[src/rtl/buf_irq_pkg.sv]
package buf_irq_pkg;

    parameter int FILL_W  = 10;
    parameter int TMR_W   = 16;
    parameter int N_CAUSE = 3;

    // cause bit positions, shared by enables and status
    localparam int CAUSE_THR  = 0;
    localparam int CAUSE_AGE  = 1;
    localparam int CAUSE_IDLE = 2;

    typedef struct packed {
        logic [TMR_W-1:0]   idle_lim;
        logic [TMR_W-1:0]   age_lim;
        logic [FILL_W-1:0]  thr;
        logic [N_CAUSE-1:0] en;
    } birq_cfg_t;

    typedef struct packed {
        logic               irq;
        logic [N_CAUSE-1:0] cause;
    } birq_state_t;

endpackage

[src/rtl/birq_cfg_reg.sv]
module birq_cfg_reg
    import buf_irq_pkg::*;
#(
    parameter birq_cfg_t RST_VAL = '0
) (
    input  logic      clk,
    input  logic      rst_n,
    input  logic      we,
    input  birq_cfg_t cfg_in,
    output birq_cfg_t cfg_q
);

    birq_cfg_t cfg_d;

    always_comb begin
        cfg_d = cfg_q;
        if (we) begin
            cfg_d = cfg_in;
        end
    end

    always_ff @(posedge clk or negedge rst_n) begin
        if (!rst_n) begin
            cfg_q <= RST_VAL;
        end else begin
            cfg_q <= cfg_d;
        end
    end

endmodule

[src/rtl/birq_timer.sv]
// Saturating cycle counter with a compare against a programmable limit.
module birq_timer #(
    parameter int W = 16
) (
    input  logic         clk,
    input  logic         rst_n,
    input  logic         restart,
    input  logic         armed,
    input  logic [W-1:0] limit,
    output logic         hit
);

    localparam logic [W-1:0] CNT_MAX = '1;

    logic [W-1:0] cnt_d, cnt_q;

    always_comb begin
        cnt_d = cnt_q;
        if (restart) begin
            cnt_d = '0;
        end else if (cnt_q != CNT_MAX) begin
            cnt_d = cnt_q + 1'b1;
        end
    end

    always_ff @(posedge clk or negedge rst_n) begin
        if (!rst_n) begin
            cnt_q <= '0;
        end else begin
            cnt_q <= cnt_d;
        end
    end

    assign hit = armed && !restart && (cnt_q >= limit);

endmodule

[src/rtl/birq_empty_collect.sv]
module birq_empty_collect #(
    parameter int N = 32
) (
    input  logic         clk,
    input  logic         rst_n,
    input  logic [N-1:0] flags_in,
    output logic [N-1:0] word_q
);

    logic [N-1:0] word_d;

    for (genvar i = 0; i < N; i++) begin : g_bit
        always_comb word_d[i] = flags_in[i];
    end

    always_ff @(posedge clk or negedge rst_n) begin
        if (!rst_n) begin
            word_q <= '0;
        end else begin
            word_q <= word_d;
        end
    end

endmodule

[src/rtl/buf_irq_ctrl.sv]
module buf_irq_ctrl
    import buf_irq_pkg::*;
#(
    parameter int                 NSETS    = 32,
    parameter logic [FILL_W-1:0]  DEF_THR  = FILL_W'(16),
    parameter logic [TMR_W-1:0]   DEF_AGE  = TMR_W'(1000),
    parameter logic [TMR_W-1:0]   DEF_IDLE = TMR_W'(200),
    parameter logic [N_CAUSE-1:0] DEF_EN   = '0
) (
    input  logic               clk,
    input  logic               rst_n,
    input  logic [FILL_W-1:0]  fill_count,
    input  logic               fifo_empty,
    input  logic               wr_strobe,
    input  logic               irq_clear,
    input  logic               cfg_we,
    input  logic [N_CAUSE-1:0] cfg_en,
    input  logic [FILL_W-1:0]  cfg_thresh,
    input  logic [TMR_W-1:0]   cfg_age_lim,
    input  logic [TMR_W-1:0]   cfg_idle_lim,
    input  logic [NSETS-1:0]   set_empty,
    output logic               irq,
    output logic [N_CAUSE-1:0] irq_cause,
    output logic [NSETS-1:0]   empty_word
);

    localparam birq_cfg_t CFG_RST = '{idle_lim: DEF_IDLE, age_lim: DEF_AGE,
                                      thr: DEF_THR, en: DEF_EN};

    birq_cfg_t          cfg_in, cfg_q;
    logic               age_hit, idle_hit;
    logic [N_CAUSE-1:0] hits;
    birq_state_t        st_d, st_q;

    assign cfg_in = '{idle_lim: cfg_idle_lim, age_lim: cfg_age_lim,
                      thr: cfg_thresh, en: cfg_en};

    birq_cfg_reg #(.RST_VAL(CFG_RST)) u_cfg (
        .clk    (clk),
        .rst_n  (rst_n),
        .we     (cfg_we),
        .cfg_in (cfg_in),
        .cfg_q  (cfg_q)
    );

    // age: counts cycles of unread data, restarts while empty
    birq_timer #(.W(TMR_W)) u_age (
        .clk     (clk),
        .rst_n   (rst_n),
        .restart (fifo_empty),
        .armed   (!fifo_empty),
        .limit   (cfg_q.age_lim),
        .hit     (age_hit)
    );

    // idle: counts cycles since the last accepted write
    birq_timer #(.W(TMR_W)) u_idle (
        .clk     (clk),
        .rst_n   (rst_n),
        .restart (wr_strobe),
        .armed   (!fifo_empty),
        .limit   (cfg_q.idle_lim),
        .hit     (idle_hit)
    );

    birq_empty_collect #(.N(NSETS)) u_empty (
        .clk      (clk),
        .rst_n    (rst_n),
        .flags_in (set_empty),
        .word_q   (empty_word)
    );

    always_comb begin
        hits             = '0;
        hits[CAUSE_THR]  = cfg_q.en[CAUSE_THR] && !fifo_empty && (fill_count >= cfg_q.thr);
        hits[CAUSE_AGE]  = cfg_q.en[CAUSE_AGE] && age_hit;
        hits[CAUSE_IDLE] = cfg_q.en[CAUSE_IDLE] && idle_hit;

        st_d = st_q;
        if (irq_clear || fifo_empty) begin
            st_d.cause = '0;
        end else begin
            st_d.cause = st_q.cause | hits;
        end
        st_d.irq = |st_d.cause;
    end

    always_ff @(posedge clk or negedge rst_n) begin
        if (!rst_n) begin
            st_q <= '0;
        end else begin
            st_q <= st_d;
        end
    end

    assign irq       = st_q.irq;
    assign irq_cause = st_q.cause;

endmodule


[config.mk]
export PLATFORM = sky130hd
export DESIGN_NAME = buf_irq_ctrl
export DESIGN_NICKNAME = d
export VERILOG_FILES = /design/src/rtl/buf_irq_pkg.sv /design/src/rtl/birq_cfg_reg.sv /design/src/rtl/birq_timer.sv /design/src/rtl/birq_empty_collect.sv /design/src/rtl/buf_irq_ctrl.sv
export SDC_FILE = /design/constraint.sdc
export NUM_CORES = 1
export LEC_CHECK = 0
export BUFFER_PORTS_ARGS = -buffer_cell sky130_fd_sc_hd__buf_2
export CAP_MARGIN = 10
export CORE_UTILIZATION = 50
export CTS_BUF_LIST = sky130_fd_sc_hd__clkbuf_8
export DETAILED_ROUTE_END_ITERATION = 10
export HOLD_SLACK_MARGIN = 0.15
export PLACE_DENSITY = 0.79
export SLEW_MARGIN = 20
export SYNTH_ARGS = -nofsm -noshare
export SYNTH_HDL_FRONTEND = slang
export SYNTH_SLANG_ARGS = --single-unit
export TNS_END_PERCENT = 30
[constraint.sdc]
create_clock -name clk -period 2 [get_ports clk]
set_input_delay 0.1 -clock clk [delete_from_list [all_inputs] [get_ports clk]]
set_output_delay 0.1 -clock clk [all_outputs]
set_load 0.05 [all_outputs]
# Word level (Yosys, flattened, before mapping)
# Cells that the tools add are included.
# word_totals
reg_bits	113
input_bits	93
output_inout_bits	36
# op_classes
n_addsub	2
order_cmp	3
n_eq_ne	2
n_mux	5
n_bitwise	1
n_reduce_logical	13
# op_table
operator	n
$mux 16	4
$add 16x1->16 const B	2
$ge 16x16->1	2
$ne 16x16->1 const B	2
$ge 10x10->1	1
$logic_and 1x1->1	7
$reduce_bool 2->1	2
$mux 3	1
$or 3x3->3	1
$reduce_or 3->1	1
$logic_not 1->1	2
$logic_or 1x1->1	1

# Logic depth before layout (Yosys ltp)
# Gate-level depths: netlist (run 1).
# depth
ltp_word	7
ltp_mapped	8
ltp_nobuf	8

# Cells and area by module
# A second synthesis (run 1) with hierarchy kept.
# unflattened
hier_cells	488
hier_area_um2	5841.9
# by_module_without_submodules
mod	n_inst	cells_each	area_each_um2
birq_timer	2	157	1370.1
birq_cfg_reg	1	95	1886.8
birq_empty_collect	1	32	800.8
buf_irq_ctrl	1	47	414.1

# Worst setup path before layout (run 1)
# OpenSTA, ideal clock, no wires.
# synth_timing
kind	flip-flop to flip-flop
start	reg u_idle.cnt_q[0]
end	reg st_q (netlist bit irq)
t_arrival_ns	1.856
required_time_ns	1.869
slack_ns	0.012
stages_incl_launch_ff	9
n_path_buf	0
synth_period_minus_slack_ns	1.988
cell_sequence	dfrtp_1 inv_1 ha_1 nand2b_1 a2111oi_0 nor4_1 a211oi_1 a211oi_1 or3_1
# synth_lines
element	line_no	rtl
from (decl)	birq_timer.sv:15	logic [W-1:0] cnt_d, cnt_q;
from (signal assigned)	birq_timer.sv:30	cnt_q <= cnt_d;
to (signal assigned)	buf_irq_ctrl.sv:92	st_q <= st_d;
to (decl)	buf_irq_ctrl.sv:33	birq_state_t st_d, st_q;

==> results of run 1 <==
stage by stage:
stage               utilization, %  hold WS (ps)
floorplan                        -          -196
global placement              61.8           138
detailed placement            61.8           153
CTS                           76.2           169
global route                  77.3           185
finish                        77.3           193
placed cells by master (no fill, tap or decap), types with 4 or more instances in the layout:
master         netlist  final
bufinv_16            0      4
a21o_1               8      8
ha_1                44     39
nand2_1             49     49
clkinv_2             0      5
dfstp_2             10     10
dlygate4sd3_1        0     92
nor2_1              39     39
buf_4                0     25
dfrtp_1            103    103
inv_1               44     44
clkbuf_8             0     19
xor2_1              12     12
o21ai_0             48     48
mux2_2               6      6
ha_4                 0      5
a21oi_1             12     10
buf_2                1    127
xnor2_1             10     10
nand3_1             18     17
and3_1               6      5
nand4_1              8      8
nor3_1               9      8
how the worst max path moves through the flow:
stage	from	to	slack, ps
after CTS	u_cfg.cfg_q[29]$_DFFE_PN0P_	irq$_DFF_PN0_	-60
after floorplan	u_idle.cnt_q[0]$_DFFE_PN0P_	irq$_DFF_PN0_	10
after global routing	u_idle.cnt_q[0]$_DFFE_PN0P_	irq$_DFF_PN0_	-200
after global placement	u_cfg.cfg_q[29]$_DFFE_PN0P_	irq$_DFF_PN0_	-120
final	u_age.cnt_q[0]$_DFFE_PN0P_	irq$_DFF_PN0_	-110
after detailed placement	u_cfg.cfg_q[19]$_DFFE_PN1P_	irq$_DFF_PN0_	-220
layout make-up:
class / count / area share (%)
flip-flops and latches: 113 / 37.1
inverters: 44 / 2.16
multi-input cells: 317 / 29.9
well taps: 133 / 2.17
repair buffers: 245 / 23.0
clock buffers: 19 / 3.41
clock inverters: 13 / 2.19
worst max-delay path: cells and delay by family, from the launching register on:
family	cells	cell delay, ps
compound gates	3	750
simple gates	3	580
flops	1	390
fa+ha+maj	1	190
buf+inv	1	80
repair_timing:
action                                  4_1_cts  5_1_grt
pin swaps                                     8       12
hold buffers                                 92        0
endpoints found under the setup margin        1       12
gates resized for setup                      11       15
buffers inserted                              1        1
endpoints found under the hold margin       158        0
power by group through the flow:
stage                     clock network (mW)  logic, mW  registers [mW]
after detailed placement                   0      0.651            2.51
after CTS                               2.36      0.835            2.47
after global placement                     0      0.622            2.50
after global routing                    2.48      0.956            2.48
final                                   2.33      0.869            2.47
after floorplan                            0      0.252            2.63
routing by layer:
metal / share of wire [%] / track usage [%]
met5: 0 / 0
met4: 2.7 / 9.90
met3: 3.6 / 6.14
met2: 55 / 48.4
met1: 39 / 29.6
state kept, by name, summed over array words and instances, names as in the netlist:
| signal | cells |
|---|---|
| u_cfg.cfg_q | 45 |
| irq | 1 |
| u_idle.cnt_q | 16 |
| u_age.cnt_q | 16 |
| u_empty.word_q | 32 |
| irq_cause | 3 |
logic make-up (layout without fill, tap and decap cells):
kind of cell / after synthesis / in the layout / share of synthesized area, %
muxes: 9 / 9 / 1.88
xor gates and xnor gates: 22 / 22 / 3.71
buffers and inverters: 60 / 321 / 4.50
and+or+nand+nor: 155 / 155 / 14.8
AOI/OAI and AO/OA: 87 / 87 / 9.87
adders and majority gates: 44 / 44 / 10.6
DFF: 113 / 113 / 54.6
==> impl_metrics.csv, run 1 <==
group,metric,value,unit
run_status,status,"finished, violations left",
run_status,violations,"setup timing",
detailed_routing,drc,0,
power_and_ir_drop,power_per_cell_area,740,nW/um^2
logic_synthesis,synth_seq_area_share,54.6,%
sta,setup_viol_count_final,1,
detailed_routing,drt-vias-per-instance,5.11,
sta,fin_crit_sh,106,%
global_routing,grt_pass1_vias,4819,
setup_path,reg2reg_slack,-110,ps
power_and_ir_drop,combPwrFrac,15.3,%
setup_path,crit_required,2310,ps
sta,min_period,2110,ps
detailed_routing,drt_iter0_markers,204,
global_routing,grt_first_pass_wirelength,22300,um
setup_path,cp-start-kind,"register",
cells_and_area,register_area,2840,sq um
global_routing,grt_util_all_layers,26.4,%
setup_path,endpoint_kind,"register",
power_and_ir_drop,switching_power,1.45,mW
detailed_routing,totalWireLength,13300,um
logic_synthesis,async_flop_share,100,%
detailed_routing,wire_per_inst,15.1,um
logic_synthesis,yosysTopAreaCell,"dfrtp_1",
setup_path,crit-reg2reg-launch,"u_age.cnt_q[0]$_DFFE_PN0P_",
cells_and_area,area_delta_synth_final,47.3,%
logic_synthesis,synth_top_area_share,49.6,%
cells_and_area,antennaDiodeCount,0,
logic_synthesis,avgSynthCellArea,10.6,sq um
die,fp.dieW,104,um
cells_and_area,num-nets-final,875,
global_routing,antenna_found_initial,0,
die,pin_count,129,
sta,slew_headroom,59.3,%
setup_path,critPathMaxStageDelay,420,ps
logic_synthesis,ys.flop_type,"dfrtp_1",
die,coreArea,9910,sq um
clock_tree,cts_buffer_depth,2,
global_routing,grt_overflow,0,
setup_path,ff2ff_path_depth,8,
power_and_ir_drop,p_sw_share,25.5,%
die,num_rows,36,
clock_tree,clk_pin_slew_worst_paths,70,ps
place,gp_congestion,0.888,
cells_and_area,multi_input_area,2290,sq um
clock_tree,clock-sinks,113,
logic_synthesis,synth.most_common_cell,"dfrtp_1",
place,dp_hpwl,8190,um
setup_path,cp_max_fo,2,
sta,slew_viol_final,0,
sta,finalHoldViolCount,0,
power_and_ir_drop,power.total,5.67,mW
power_and_ir_drop,clock_power_share,41.1,%
clock_tree,cts_tree,"built",
logic_synthesis,synth-seq-cells,113,
clock_tree,root_buffer,"clkbuf_8",
sta,finClkSkew,10.2,ps
cells_and_area,fin_cells,884,
global_routing,grt_max_degree,49,
logic_synthesis,synthCells,490,
detailed_routing,vias,4517,
die,start_util,52.5,%
clock_tree,cts_buffers,17,
place,port_buffers,128,
place,post-place-ws,-223,ps
logic_synthesis,syn_area,5200,sq um
logic_synthesis,netlist-cell-type-count,50,
power_and_ir_drop,p_leak,3.79,nW
job,cap_violations,0,
logic_synthesis,yosysWarnings,0,
die,die_area,10800,sq um
sta,max_freq,473,MHz
logic_synthesis,yosys-top-cells-count,"dfrtp_1 (103), nand2_1 (49), o21ai_0 (48)",
power_and_ir_drop,p_int,4.22,mW
sta,tightest_slew,610,ps
power_and_ir_drop,pwr-share-seq,43.6,%
setup_path,worstPathCellList,"inv_2 -> ha_4 -> nand2b_4 -> a211oi_2 -> nor3_2 -> o41ai_2 -> a21oi_2 -> or3_1",
setup_path,crit_arrival,2420,ps
setup_path,r2r-end,"irq$_DFF_PN0_",
sta,setup_tns,-114,ps
cells_and_area,postLayoutCellArea,7660,sq um
clock_tree,clk_latency,430,ps
place,placed_area,6130,sq um
logic_synthesis,yosys-top-cells-area,"dfrtp_1 (50%), ha_1 (11%), dfstp_2 (5.1%), o21ai_0 (4.6%), nand2_1 (3.5%)",
sta,fin_ws,-114,ps
power_and_ir_drop,ir_drop,0.439,mV
sta,rsz0062_at_grt,"true",
worst_hold_path,hp-start,"cfg_we",
worst_hold_path,min_delay_path_depth,3,
die,die_h,104,um
detailed_routing,firstDrtPassIters,4,
cells_and_area,fill_cells,640,
logic_synthesis,syn_nets,627,
cells_and_area,drive_above_1_share,31.3,%
worst_hold_path,min_to,"u_cfg.cfg_q[42]$_DFFE_PN0P_",
logic_synthesis,synth_edf_count,0,
clock_tree,h-tree-depth,4,
setup_path,slowest_stage,"o41ai_2",
setup_path,crit_type,"reg2reg",
worst_hold_path,min_path_type,"in2reg",
place,dp.cells,758,
detailed_routing,drtAntennaViolNets,0,
Note: power is estimated with default switching activity, not from simulation.
==> run 2: changes to the inputs <==
--- a/config.mk
+++ b/config.mk
@@ -8,7 +8,7 @@
 export BUFFER_PORTS_ARGS = -buffer_cell sky130_fd_sc_hd__buf_2
 export CAP_MARGIN = 10
 export CORE_UTILIZATION = 50
-export CTS_BUF_LIST = sky130_fd_sc_hd__clkbuf_8
+export CTS_BUF_LIST = sky130_fd_sc_hd__clkbuf_4 sky130_fd_sc_hd__clkbuf_8
 export DETAILED_ROUTE_END_ITERATION = 10
 export HOLD_SLACK_MARGIN = 0.15
 export PLACE_DENSITY = 0.79
==> impl_metrics.csv, run 2 (synthesis gave the netlist of run 1 again) <==
group,metric,value,unit
run_status,status,"finished, violations left",
run_status,violations,"setup timing",
die,start_util,52.5,%
place,dp_hpwl,8190,um
place,gp_congestion,0.888,
detailed_routing,drtAntennaViolNets,0,
detailed_routing,vias,4518,
die,pin_count,129,
setup_path,reg2reg_slack,-120,ps
cells_and_area,drive_above_1_share,31.6,%
sta,min_period,2120,ps
setup_path,cp_max_fo,2,
sta,setup_viol_count_final,1,
detailed_routing,drc,0,
die,die_area,10800,sq um
setup_path,ff2ff_path_depth,6,
setup_path,crit-reg2reg-launch,"u_age.cnt_q[1]$_DFFE_PN0P_",
sta,fin_ws,-123,ps
die,fp.dieW,104,um
place,port_buffers,128,
detailed_routing,drt-vias-per-instance,5.11,
power_and_ir_drop,p_leak,3.79,nW
job,cap_violations,0,
clock_tree,clock-sinks,113,
setup_path,cp-start-kind,"register",
power_and_ir_drop,power_per_cell_area,744,nW/um^2
sta,slew_viol_final,0,
setup_path,crit_arrival,2430,ps
global_routing,grt_max_degree,49,
cells_and_area,mostFrequentLayoutCells,"buf_2 (127), dfrtp_1 (103), dlygate4sd3_1 (92)",
setup_path,crit_type,"reg2reg",
worst_hold_path,min_to,"u_cfg.cfg_q[42]$_DFFE_PN0P_",
sta,max_freq,471,MHz
cells_and_area,antennaDiodeCount,0,
global_routing,grt_pass1_vias,4842,
clock_tree,cts_buffers,17,
clock_tree,h-tree-depth,4,
cells_and_area,num-nets-final,875,
clock_tree,cts_buffer_depth,2,
die,coreArea,9910,sq um
die,die_h,104,um
power_and_ir_drop,power.total,5.71,mW
sta,fin_crit_sh,106,%
cells_and_area,final_common_cell,"buf_2",
worst_hold_path,hp-start,"cfg_we",
detailed_routing,firstDrtPassIters,4,
sta,rsz0062_at_grt,"true",
sta,finClkSkew,10.1,ps
setup_path,endpoint_kind,"register",
clock_tree,clk_latency,440,ps
clock_tree,cts_tree,"built",
sta,finalHoldViolCount,0,
global_routing,grt_util_all_layers,26.4,%
cells_and_area,reg.largest.list,"u_cfg.cfg_q (45), u_empty.word_q (32)",
sta,slew_headroom,59.8,%
sta,tightest_slew,604,ps
worst_hold_path,min_path_type,"in2reg",
worst_hold_path,min_delay_path_depth,3,
detailed_routing,drt_iter0_markers,190,
setup_path,crit_required,2310,ps
detailed_routing,wire_per_inst,15.0,um
cells_and_area,regMostFlops,"u_cfg.cfg_q",
setup_path,r2r-end,"irq$_DFF_PN0_",
power_and_ir_drop,ir_drop,0.439,mV
clock_tree,clk_pin_slew_worst_paths,70,ps
clock_tree,root_buffer,"clkbuf_8",
cells_and_area,area_delta_synth_final,47.4,%
global_routing,antenna_found_initial,0,
detailed_routing,totalWireLength,13300,um
global_routing,grt_first_pass_wirelength,22300,um
sta,hold_ws,183,ps
global_routing,grt_overflow,0,
cells_and_area,largest_reg_flops,45,
die,num_rows,36,
-- run 2: worst max path at each step --
stage,startpoint,to,slack (ps),cells after the start
floorplan,u_idle.cnt_q[0]$_DFFE_PN0P_,irq$_DFF_PN0_,10,8
global route,u_idle.cnt_q[0]$_DFFE_PN0P_,irq$_DFF_PN0_,-200,8
finish,u_age.cnt_q[1]$_DFFE_PN0P_,irq$_DFF_PN0_,-120,6
global placement,u_cfg.cfg_q[29]$_DFFE_PN0P_,irq$_DFF_PN0_,-120,7
detailed placement,u_cfg.cfg_q[19]$_DFFE_PN1P_,irq$_DFF_PN0_,-220,7
CTS,u_cfg.cfg_q[29]$_DFFE_PN0P_,irq$_DFF_PN0_,-60,7
-- run 2: power by group --
group / switching, mW / internal (mW)
combinational: 0.475 / 0.392
sequential: 0.0460 / 2.43
clock: 0.929 / 1.44
-- run 2: layer usage --
metal  global-route usage [%]  vias up  part of all wire (%)  wire (um)
met4                     10.5        0                   2.6        348
met1                     29.6     2169                    39       5120
met5                        0        -                     0          0
li1                         -     2163                     -          -
met3                     6.20       33                   4.6        607
met2                     48.2      153                    54       7180
-- run 2: through the flow --
stage               instance area [sq um]  TNS [ps]  cells  util, %  setup slack, ps
floorplan                            5200         0    490        -             12.4
detailed placement                   6130      -223    758     61.8             -223
global placement                     6130      -123    758     61.8             -123
finish                               7670      -123    884     77.4             -123
CTS                                  7560     -57.7    883     76.3            -57.7
global route                         7670      -203    884     77.4             -202
-- run 2: area by class of cell --
| cell class | count | area [sq um] |
|---|---|---|
| inverter | 44 | 165 |
| fill | 639 | 2240 |
| timing repair buffer | 245 | 1760 |
| clock buffer | 21 | 277 |
| clock inverter | 11 | 160 |
| sequential | 113 | 2840 |
| tap | 133 | 166 |
| multi-input combinational | 317 | 2290 |
-- run 2: critical path, cell delays in order, from the launching register on --
cell	delay, ps
dfrtp_1	410
ha_1	330
a211oi_2	260
nor3_2	60
o41ai_2	420
a21oi_2	130
or3_1	390
-- run 2: repair_timing --
| action | CTS | global route |
|---|---|---|
| endpoints found under the setup margin | 1 | 12 |
| hold buffers | 92 | 0 |
| setup buffers | 1 | 1 |
| resized for setup | 11 | 15 |
| endpoints found under the hold margin | 158 | 0 |
| pin swaps | 8 | 12 |
==> run 3: changes to the inputs <==
--- a/config.mk
+++ b/config.mk
@@ -10,8 +10,10 @@
 export CORE_UTILIZATION = 50
 export CTS_BUF_LIST = sky130_fd_sc_hd__clkbuf_4 sky130_fd_sc_hd__clkbuf_8
 export DETAILED_ROUTE_END_ITERATION = 10
+export GPL_TIMING_DRIVEN = 0
 export HOLD_SLACK_MARGIN = 0.15
 export PLACE_DENSITY = 0.79
+export REMOVE_ABC_BUFFERS = 1
 export SLEW_MARGIN = 20
 export SYNTH_ARGS = -nofsm -noshare
 export SYNTH_HDL_FRONTEND = slang
==> impl_metrics.csv, run 3 (synthesis gave the netlist of run 1 again) <==
group,metric,value,unit
setup_path,cp-start-kind,"register",
die,die_area,10800,sq um
clock_tree,clk_latency,440,ps
run_status,violations,"setup timing",
die,coreArea,9910,sq um
sta,tightest_slew,753,ps
setup_path,crit_type,"reg2reg",
power_and_ir_drop,ir_drop,0.572,mV
place,dp_hpwl,7670,um
cells_and_area,reg.largest.list,"u_cfg.cfg_q (45), u_empty.word_q (32)",
clock_tree,cts_buffers,17,
global_routing,grt_first_pass_wirelength,21800,um
global_routing,antenna_found_initial,0,
detailed_routing,m1WireLength,5160,um
clock_tree,cts_buffer_depth,2,
setup_path,worstPathCellList,"inv_1 -> ha_4 -> a21oi_2 -> a21boi_1 -> o41ai_2 -> a21oi_2 -> or3_1",
cells_and_area,utilization,74.1,%
detailed_routing,drt-vias-per-instance,5.14,
setup_path,critPathMaxStageDelay,520,ps
cells_and_area,antennaDiodeCount,0,
clock_tree,cts_tree,"built",
die,pin_count,129,
power_and_ir_drop,power_per_cell_area,743,nW/um^2
detailed_routing,wl_met2,7060,um
detailed_routing,wire_per_inst,15.4,um
setup_path,cp_max_fo,3,
power_and_ir_drop,pwr-share-seq,45.4,%
worst_hold_path,min_path_type,"in2reg",
cells_and_area,num-nets-final,845,
global_routing,grt_overflow,0,
power_and_ir_drop,clock_power_share,39.7,%
power_and_ir_drop,p_int,3.97,mW
sta,min_period,2070,ps
die,fp.dieW,104,um
detailed_routing,met3WireLength,556,um
sta,finClkSkew,11.4,ps
clock_tree,h-tree-depth,4,
place,post-place-ws,-352,ps
detailed_routing,firstDrtPassIters,4,
power_and_ir_drop,switching_power,1.49,mW
sta,fin_ws,-72.2,ps
sta,finalHoldViolCount,0,
setup_path,crit_required,2310,ps
die,die_h,104,um
detailed_routing,routed.top_layer,"met4",
detailed_routing,vias,4392,
power_and_ir_drop,combPwrFrac,14.9,%
setup_path,path_common_cell,"a21oi_2",
sta,setup_viol_count_final,1,
cells_and_area,final_common_cell,"buf_2",
setup_path,slowest_stage,"dfstp_2",
cells_and_area,regMostFlops,"u_cfg.cfg_q",
setup_path,crit_arrival,2380,ps
power_and_ir_drop,p_leak,3.62,nW
run_status,status,"finished, violations left",
clock_tree,root_buffer,"clkbuf_8",
sta,slew_viol_final,0,
cells_and_area,area_delta_synth_final,41.1,%
clock_tree,clock-sinks,113,
setup_path,endpoint_kind,"register",
global_routing,grt_util_all_layers,26.0,%
cells_and_area,mostFrequentLayoutCells,"buf_2 (126), dfrtp_1 (103), dlygate4sd3_1 (81)",
detailed_routing,drtAntennaViolNets,0,
cells_and_area,drive_above_1_share,29.0,%
detailed_routing,totalWireLength,13100,um
sta,fin_crit_sh,104,%
cells_and_area,largest_reg_flops,45,
place,port_buffers,128,
global_routing,grt_pass1_vias,4763,
power_and_ir_drop,p_sw_share,27.3,%
die,start_util,52.5,%
sta,hold_ws,155,ps
place,gp_congestion,0.813,
global_routing,grt_max_degree,85,
detailed_routing,drt_iter0_markers,162,
detailed_routing,drc,0,
sta,slew_headroom,49.8,%
clock_tree,clk_pin_slew_worst_paths,70,ps
sta,rsz0062_at_grt,"true",
sta,max_freq,483,MHz
job,cap_violations,0,
die,num_rows,36,
-- run 3: cell count changes in the layout (fill, tap and decap cells not counted), sizes merged --
cell,previous run,this run
bufinv,4,2
clkinvlp,2,5
dlygate4sd3,92,81
inv,44,45
clkbuf,21,20
clkinv,5,4
buf,153,134
-- run 3: path summary, 6_finish.rpt --
check	from	end	slack (ps)	cells after the start
worst max register to register	u_cfg.cfg_q[19]$_DFFE_PN1P_	irq$_DFF_PN0_	-70	7
worst min-delay path	fill_count[7]	irq_cause[0]$_DFF_PN0_	150	4
min in group asynchronous	rst_n	u_cfg.cfg_q[7]$_DFFE_PN1P_	260	2
worst max-delay path	u_cfg.cfg_q[19]$_DFFE_PN1P_	irq$_DFF_PN0_	-70	7
max in group asynchronous	rst_n	u_cfg.cfg_q[32]$_DFFE_PN1P_	1310	3
worst min register to register	u_cfg.cfg_q[21]$_DFFE_PN1P_	u_cfg.cfg_q[21]$_DFFE_PN1P_	510	2
-- run 3: metrics by stage --
| stage | instance area (sq um) | instances | power [mW] | setup TNS, ps |
|---|---|---|---|---|
| after floorplan | 5130 | 474 | 2.86 | 0 |
| after global routing | 7340 | 854 | 5.67 | -181 |
| after global placement | 5940 | 735 | 3.10 | -40320 |
| after CTS | 7330 | 854 | 5.47 | -68.6 |
| final | 7340 | 854 | 5.46 | -72.2 |
| after detailed placement | 5970 | 736 | 3.14 | -401 |
-- run 3: critical path: cells and delay by family, from the launching register on --
| kind | cells | cell delay (ps) |
|---|---|---|
| fa+ha+maj | 1 | 250 |
| compound gates | 4 | 790 |
| simple gates | 1 | 310 |
| buf+inv | 1 | 70 |
| flops | 1 | 520 |
-- run 3: repair_timing --
item                                    CTS  global route
resized for setup                        16             2
hold endpoints to repair                222             0
setup buffers                             4             0
pin swaps                                10             3
endpoints found under the setup margin    3            10
hold buffers                             82             0
-- run 3: layout make-up --
cell class / instances / area (sq um)
sequential: 113 / 2840
clock inverter: 12 / 134
timing repair buffer: 215 / 1540
clock buffer: 20 / 269
multi-input combinational: 317 / 2230
fill: 652 / 2570
inverter: 44 / 165
tap: 133 / 166
-- run 3: metal layers --
metal  vias to the layer above  GRT usage, %
li1                       2105             -
met1                      2119          27.8
met2                       137          47.6
met3                        31          6.39
met4                         0          12.3
met5                         -             0
-- run 3: power by group through the flow --
stage                     Sequential [mW]  Clock [mW]  Combinational [mW]
after global routing                 2.49        2.29               0.892
after detailed placement             2.51           0               0.622
after global placement               2.51           0               0.588
final                                2.48        2.17               0.811
after CTS                            2.47        2.19               0.801
after floorplan                      2.63           0               0.225
